### src/rtl/dbf_pkg.sv
// Shared types for the double bus fault detector.
// Assumes two-bit encodings are sufficient for phase and cause.
package dbf_pkg;
    typedef enum logic [1:0] {
        PH_IDLE = 2'd0,
        PH_EXC  = 2'd1,
        PH_HALT = 2'd2
    } dbf_phase_e;

    typedef enum logic [1:0] {
        CZ_NONE  = 2'd0,
        CZ_BUS   = 2'd1,
        CZ_ADDR  = 2'd2,
        CZ_RESET = 2'd3
    } dbf_cause_e;
endpackage

### src/rtl/dbf_err_qual.sv
// Qualifies raw error flags from the bus cycle logic.
// Removes errors on retried cycles and picks the cause, with bus error first.
// Assumes the flags are valid in the clock in which the cycle terminates.
module dbf_err_qual
    import dbf_pkg::*;
(
    input  logic       berr_i,
    input  logic       aerr_i,
    input  logic       retry_i,
    output logic       err_valid_o,
    output dbf_cause_e err_cause_o
);
    // Combine the flags into one qualified event and its cause.
    always_comb begin
        err_valid_o = (berr_i | aerr_i) & ~retry_i;
        err_cause_o = berr_i ? CZ_BUS : CZ_ADDR;
    end
endmodule

### src/rtl/dbf_phase_fsm.sv
// Exception phase tracker: idle, exception in progress, halted.
// Reset enters the exception phase with cause reset. A qualified error during
// the exception phase halts; only reset leaves the halt.
// Assumes err_valid_i is already clear on retried cycles.
module dbf_phase_fsm
    import dbf_pkg::*;
(
    input  logic       clk,
    input  logic       rst_n,
    input  logic       err_valid_i,
    input  dbf_cause_e err_cause_i,
    input  logic       done_i,
    output dbf_phase_e phase_o,
    output dbf_cause_e cause_o,
    output logic       exc_req_o
);
    dbf_phase_e phase_q;
    dbf_cause_e cause_q;
    logic       req_q;

    // Phase, cause and the one-clock exception request.
    always_ff @(posedge clk) begin
        if (!rst_n) begin
            phase_q <= PH_EXC;
            cause_q <= CZ_RESET;
            req_q   <= 1'b0;
        end else begin
            req_q <= 1'b0;
            unique case (phase_q)
                PH_IDLE: begin
                    if (err_valid_i) begin
                        phase_q <= PH_EXC;
                        cause_q <= err_cause_i;
                        req_q   <= 1'b1;
                    end
                end
                PH_EXC: begin
                    if (err_valid_i) begin
                        phase_q <= PH_HALT;
                    end else if (done_i) begin
                        phase_q <= PH_IDLE;
                        cause_q <= CZ_NONE;
                    end
                end
                PH_HALT: begin
                    phase_q <= PH_HALT;
                end
                default: begin
                    phase_q <= PH_HALT;
                end
            endcase
        end
    end

    assign phase_o   = phase_q;
    assign cause_o   = cause_q;
    assign exc_req_o = req_q;
endmodule

### src/rtl/dbf_pulse_timer.sv
// Down-counter for short status indications.
// Loads the requested length when idle and not frozen, then counts to zero.
// Assumes freeze_i is high for the whole halt; the count is cleared then.
module dbf_pulse_timer #(
    parameter int CNT_W = 2
) (
    input  logic             clk,
    input  logic             rst_n,
    input  logic             freeze_i,
    input  logic [CNT_W-1:0] len_i,
    output logic             active_o
);
    localparam logic [CNT_W-1:0] ZERO = '0;
    localparam logic [CNT_W-1:0] ONE  = {{(CNT_W-1){1'b0}}, 1'b1};

    logic [CNT_W-1:0] cnt_q;

    // Load, count down, or clear the indication counter.
    always_ff @(posedge clk) begin
        if (!rst_n) begin
            cnt_q <= ZERO;
        end else if (freeze_i) begin
            cnt_q <= ZERO;
        end else if (cnt_q != ZERO) begin
            cnt_q <= cnt_q - ONE;
        end else if (len_i != ZERO) begin
            cnt_q <= len_i;
        end
    end

    assign active_o = (cnt_q != ZERO);
endmodule

### src/rtl/dbf_arb_pass.sv
// Registers bus requests into grants, independent of the halt.
// Assumes a single external requester.
module dbf_arb_pass (
    input  logic clk,
    input  logic rst_n,
    input  logic req_i,
    output logic grant_o
);
    logic grant_q;

    // Grant follows request one clock later.
    always_ff @(posedge clk) begin
        if (!rst_n) grant_q <= 1'b0;
        else        grant_q <= req_i;
    end

    assign grant_o = grant_q;
endmodule

### src/rtl/dbf_fault_guard.sv
// Top of the double bus fault detector.
// Connects the error qualifier, phase tracker, status timer and arbitration
// pass. Status is high for the whole halt, or for a requested short length.
// Assumes synchronous active-low reset and registered outputs throughout.
module dbf_fault_guard
    import dbf_pkg::*;
#(
    parameter int PULSE_W = 2
) (
    input  logic               clk,
    input  logic               rst_n,
    input  logic               berr_i,
    input  logic               aerr_i,
    input  logic               retry_i,
    input  logic               exc_done_i,
    input  logic [PULSE_W-1:0] pulse_len_i,
    input  logic               arb_req_i,
    output logic               arb_grant_o,
    output logic               exc_req_o,
    output logic [1:0]         cause_o,
    output logic               halted_o,
    output logic               status_o
);
    logic       err_valid;
    dbf_cause_e err_cause;
    dbf_phase_e phase;
    dbf_cause_e cause;
    logic       pulse_on;
    logic       in_halt;

    dbf_err_qual u_qual (
        .berr_i      (berr_i),
        .aerr_i      (aerr_i),
        .retry_i     (retry_i),
        .err_valid_o (err_valid),
        .err_cause_o (err_cause)
    );

    dbf_phase_fsm u_fsm (
        .clk         (clk),
        .rst_n       (rst_n),
        .err_valid_i (err_valid),
        .err_cause_i (err_cause),
        .done_i      (exc_done_i),
        .phase_o     (phase),
        .cause_o     (cause),
        .exc_req_o   (exc_req_o)
    );

    assign in_halt = (phase == PH_HALT);

    dbf_pulse_timer #(.CNT_W(PULSE_W)) u_timer (
        .clk      (clk),
        .rst_n    (rst_n),
        .freeze_i (in_halt),
        .len_i    (pulse_len_i),
        .active_o (pulse_on)
    );

    dbf_arb_pass u_arb (
        .clk     (clk),
        .rst_n   (rst_n),
        .req_i   (arb_req_i),
        .grant_o (arb_grant_o)
    );

    // Drive the outputs from the phase and the timer.
    always_comb begin
        halted_o = in_halt;
        cause_o  = cause;
        status_o = in_halt | pulse_on;
    end
endmodule

### config.mk
export PLATFORM = sky130hd
export DESIGN_NAME = dbf_fault_guard
export DESIGN_NICKNAME = d
export VERILOG_FILES = /design/src/rtl/dbf_pkg.sv /design/src/rtl/dbf_err_qual.sv /design/src/rtl/dbf_phase_fsm.sv /design/src/rtl/dbf_pulse_timer.sv /design/src/rtl/dbf_arb_pass.sv /design/src/rtl/dbf_fault_guard.sv
export SDC_FILE = /design/constraint.sdc
export NUM_CORES = 1
export LEC_CHECK = 0
export ABC_CLOCK_PERIOD_IN_PS = 1000
export CORE_AREA = 2 2 39 41
export DETAILED_ROUTE_END_ITERATION = 6
export DIE_AREA = 0 0 41 43
export SYNTH_ARGS = -nofsm -noshare
export SYNTH_HDL_FRONTEND = slang
export SYNTH_HIERARCHICAL = 1
export SYNTH_SLANG_ARGS = --single-unit
### constraint.sdc
create_clock -name clk -period 1 [get_ports clk]
set_input_delay 0.2 -clock clk [delete_from_list [all_inputs] [get_ports clk]]
set_output_delay 0.2 -clock clk [all_outputs]
set_load 0.02 [all_outputs]
* Word-level counts from Yosys, hierarchy flattened
Cells that the tools add are included.
** Word-level totals
- Register bits after elaboration :: 8
- Bits of input ports :: 9
- Output and inout port bits :: 6
- Logic and storage cells :: 37
** Operators by class
- Add/subtract/negate cells :: 1
- Equality and inequality tests :: 6
- Multiplexer cells :: 11
- Bitwise gates (word level) :: 5
- Reductions and logical operators :: 9
** Operators by type and width (count)
- $mux 2 :: 8
- $pmux 2 s2 :: 2
- $reduce_bool 2->1 :: 4
- $ne 2x2->1 const B :: 3
- $reduce_and 2->1 :: 2
- $reduce_and 4->1 :: 1
- $ne 3x3->1 const B :: 1
- $eq 2x1->1 const B :: 1
- $eq 2x2->1 const B :: 1
- $logic_not 2->1 :: 1
- $not 1->1 :: 2
- $or 1x1->1 :: 2
- $reduce_or 2->1 :: 1
- $sub 2x1->2 const B :: 1
- $and 1x1->1 :: 1
- $mux 1 :: 1

* Depth between registers and ports, before layout
- Depth after elaboration :: 4
- Gate-level depth with buffers :: 4
- Mapped depth without buffers :: 4

* Modules after synthesis
The synthesis kept the hierarchy.
** By module, submodules not included
- dbf_phase_fsm :: instances 1, cells an instance 20, area an instance 201.4 um^2, sequential area each 100.1 um^2
- dbf_pulse_timer :: instances 1, cells an instance 9, area an instance 82.6 um^2, sequential area each 40.0 um^2
- dbf_arb_pass :: instances 1, cells an instance 2, area an instance 26.3 um^2, sequential area each 20.0 um^2
- dbf_err_qual :: instances 1, cells an instance 3, area an instance 21.3 um^2, sequential area each 0.0 um^2
- dbf_fault_guard :: instances 1, cells an instance 2, area an instance 20.0 um^2, sequential area each 0.0 um^2

* Worst setup path after synthesis
OpenSTA, ideal clock, no wires.
- Path kind :: flip-flop to output port
- Start point :: register u_fsm.phase_q[1], in the netlist u_fsm/phase_o[1]
- End point :: output port status_o
- Arrival time :: 0.895 ns
- Required time :: 0.800 ns
- Slack :: -0.095 ns
- Stages on the path, launching flop included :: 3
- Buffers on the path :: 0
- Cells stage by stage :: dfxtp_1 nor2b_4 or2_1
** Between the ends
- Longest elaborated chain between the ends :: 2
** Ends and longest elaborated chain
- start: declaration :: line dbf_phase_fsm.sv:17 : dbf_phase_e phase_q;
- start signal: assignment :: line dbf_phase_fsm.sv:24 : phase_q <= PH_EXC;
- start signal: assignment :: line dbf_phase_fsm.sv:32 : phase_q <= PH_EXC;
- start signal: assignment :: line dbf_phase_fsm.sv:39 : phase_q <= PH_HALT;
- $eq 2x2->1 :: line dbf_fault_guard.sv:50 : assign in_halt = (phase == PH_HALT);
- via halted_o :: line dbf_fault_guard.sv:21 : output logic halted_o,
- $or 1x1->1 :: line dbf_fault_guard.sv:71 : status_o = in_halt | pulse_on;
- end: declaration :: line dbf_fault_guard.sv:22 : output logic status_o
The timed path passes the listed nets, and every way through them passes these cells.

* Worst setup path in the final report
- Start point :: register u_timer.cnt_q[1]
- End point :: output port status_o
** Between the ends
- Longest elaborated chain between the ends :: 2
** Ends and longest elaborated chain
- start: declaration :: line dbf_pulse_timer.sv:16 : logic [CNT_W-1:0] cnt_q;
- start signal: assignment :: line dbf_pulse_timer.sv:25 : cnt_q <= cnt_q - ONE;
- start signal: assignment :: line dbf_pulse_timer.sv:27 : cnt_q <= len_i;
- $reduce_bool 2->1 :: line dbf_pulse_timer.sv:31 : assign active_o = (cnt_q != ZERO);
- via pulse_on :: line dbf_fault_guard.sv:28 : logic pulse_on;
- $or 1x1->1 :: line dbf_fault_guard.sv:71
The timed path passes the listed nets, and every way through them passes these cells.

==> flow_metrics.tcl <==
set metrics [dict create \
    maxSlewViolCount 0 \
    slowest_stage "dfxtp_2" \
    setup_violations 3 \
    die_area_um2 1763 \
    yosysTopAreaCellShare 0.4555 \
    grt_max_degree 6 \
    nets 72 \
    timing.rr.start "u_timer/cnt_q[1]" \
    core-area_um2 1384 \
    cp_slowest_stage_delay_ns 0.31 \
    fin_skew_ns 0.002728 \
    max_freq_mhz 753.2 \
    rrSetupSlack_ns -0.02 \
    min_period_ns 1.328 \
    worstSetupPathType "register to output pin" \
    cts-root-buf "clkbuf_4" \
    fill_cells 152 \
    hp-start "berr_i" \
    diodes 0 \
    grt_pass1_vias 300 \
    status "finished with violations" \
    reg2reg_depth 3 \
    synth.ff_latch_count 8 \
    worstPathRequired_ns 0.80 \
    synth.yosys.warnings 6 \
    crit_chain "or2_1 > or2_4 > buf_6" \
    cts.clk_slew.worst_paths_ns 0.06 \
    post-route-period-util 1.328 \
    worstSetupEndpoint "status_o" \
    p_leak_uw 0.0002680 \
    path_max_fanout 2 \
    fp.dieH_um 43 \
    antenna_found_initial 0 \
    worst_slew_pin_slew_ns 0.2064 \
    detail_route.wl_per_cell_um 10.38 \
    drt_iter0_drc 13 \
    gp_congestion 0.7098 \
    final_antenna_net_count 0 \
    end_kind "output pin" \
    power_uw 852.9 \
    violations "setup timing" \
    dpl.hpwl_um 576 \
    vias 346 \
    setup_tns_ns -0.3994 \
    multi_input_area_um2 203.9 \
    numCtsBuffers 3 \
    max-slew-margin-rel 0.8622 \
    portBuffers 14 \
    layout_common_cells "buf_4, clkdlybuf4s50_1" \
    final_common_cell "buf_4" \
    rows 14 \
    regArea_um2 165.2 \
    rsz0062_at_grt "true" \
    track_usage 0.1084 \
    hold_viol 0 \
    io_pins 15 \
    holdCritPathClass "input pin to register" \
    area_growth_pct 71.17 \
    cp.depth 3 \
    drc 0 \
    reg2reg_to "u_timer/cnt_q[1]" \
    cp-startpoint "u_timer/cnt_q[1]" \
    fin_ws_ns -0.3276 \
    syn_area_um2 351.6 \
    syn_avg_cell_area_um2 9.766 \
    ys_seq_area_frac 0.4555 \
    drv_cap 0 \
    die_w_um 41 \
    ys_top_cells_by_area "dfxtp_1, nand3_1, nor3b_4" \
    dr.pass1.iters 4 \
    vias_per_cell 4.494 \
    syn_nets 45 \
    grt_pass1_wl_um 1207 \
    cp_top_family "simple AND/OR/NAND/NOR gates" \
    cp_data_arrival_time_ns 1.13 \
    cts_htree_levels 1 \
    start_util 0.2541 \
    grt-ovfl-total 0 \
    peakVddDrop_mv 0.4928 \
    cts_buffer_depth 2 \
    final_core_util 0.4349 \
    startpoint_type "register" \
    synth_cell_types 20 \
    cts.sinks 8 \
    syn_inst 36 \
    final_cells 77 \
    drt-total-wl_um 799 \
    placed_cells 74 \
    cts_hold_buf 0 \
    powerDensity_nw_per_um2 1417 \
    cts_tree "built" \
    synth_top_area_cell "dfxtp_1" \
    clk_latency_ns 0.25 \
    drive_above_1_share 0.4590 \
    worst-path-buf-inv 1 \
]
## final cells by class
class                           instances  area share
Clock buffer                            3     0.03742
Inverter                                1    0.006237
Multi-Input combinational cell         26      0.3389
Sequential cell                         8      0.2744
Tap cell                               16     0.03326
Timing Repair Buffer                   23      0.3098
## state kept, by name, indices dropped and copies added (netlist names)
name	flops
u_fsm/cause_o	2
u_fsm/phase_o	2
u_timer/cnt_q	2
u_arb/grant_o	1
u_fsm/exc_req_o	1
## routing by layer
metal  track usage  up-vias  share of wire
met3       0.03141        2          0.095
met5             0        -              0
li1              -      175              -
met1        0.1158      155           0.45
met2        0.1500       14           0.44
met4        0.1200        0          0.010
## synth_stat cells (all sizes together)
cell type	count
dfxtp	8
nor2b	2
and2	2
nand3	4
nand2b	2
nor2	2
nor4b	1
o21ba	1
inv	1
buf	1
or3b	1
or2	2
a21oi	2
nor3	1
nor3b	1
a22oi	2
nand2	2
nand3b	1
## kinds of logic after synthesis
kind of cell	Yosys count	share of synthesized area
AOI/OAI and AO/OA	5	0.1103
buffers and inverters	2	0.03203
DFF	8	0.4555
and+or+nand+nor	21	0.4021
## what timing repair did
item | CTS | global route
endpoints found under the hold margin | 0 | 0
buffers inserted | 0 | 1
resized for setup | 34 | 3
endpoints found under the setup margin | 11 | 4
pin swaps | 5 | 2
## worst min-delay path: cells and delay by family
kind | cells | cell delay [ns]
buffers and inverters | 2 | 0.35
and+or+nand+nor | 1 | 0.06
AOI/OAI and AO/OA | 1 | 0.06
## where the power goes
group	internal [uW]	switching [uW]
combinational	140	105
clock	137	110
sequential	349	12.2
total	626	227
## per-stage QoR
step,setup slack (ns),hold slack [ns],cell area [um2]
4_1_cts,-0.3294,0.4337,585.6
2_1_floorplan,0.01216,0.2619,356.6
5_1_grt,-0.3594,0.4830,601.8
3_5_place_dp,-0.4705,0.5183,576.8
3_3_place_gp,-0.4663,0.5015,576.8
6_report,-0.3276,0.4575,601.8
## how the worst min path moves through the flow
| stage | to | slack [ns] | cells past startpoint |
|---|---|---|---|
| global route | u_fsm/cause_o[0] | 0.48 | 4 |
| floorplan | u_fsm/phase_o[0] | 0.26 | 1 |
| CTS | u_fsm/cause_o[0] | 0.43 | 4 |
| finish | u_fsm/cause_o[0] | 0.46 | 4 |
| detailed placement | u_timer/cnt_q[0] | 0.52 | 2 |
| global placement | u_timer/cnt_q[0] | 0.50 | 2 |
Note: power is estimated with default switching activity, not from simulation.
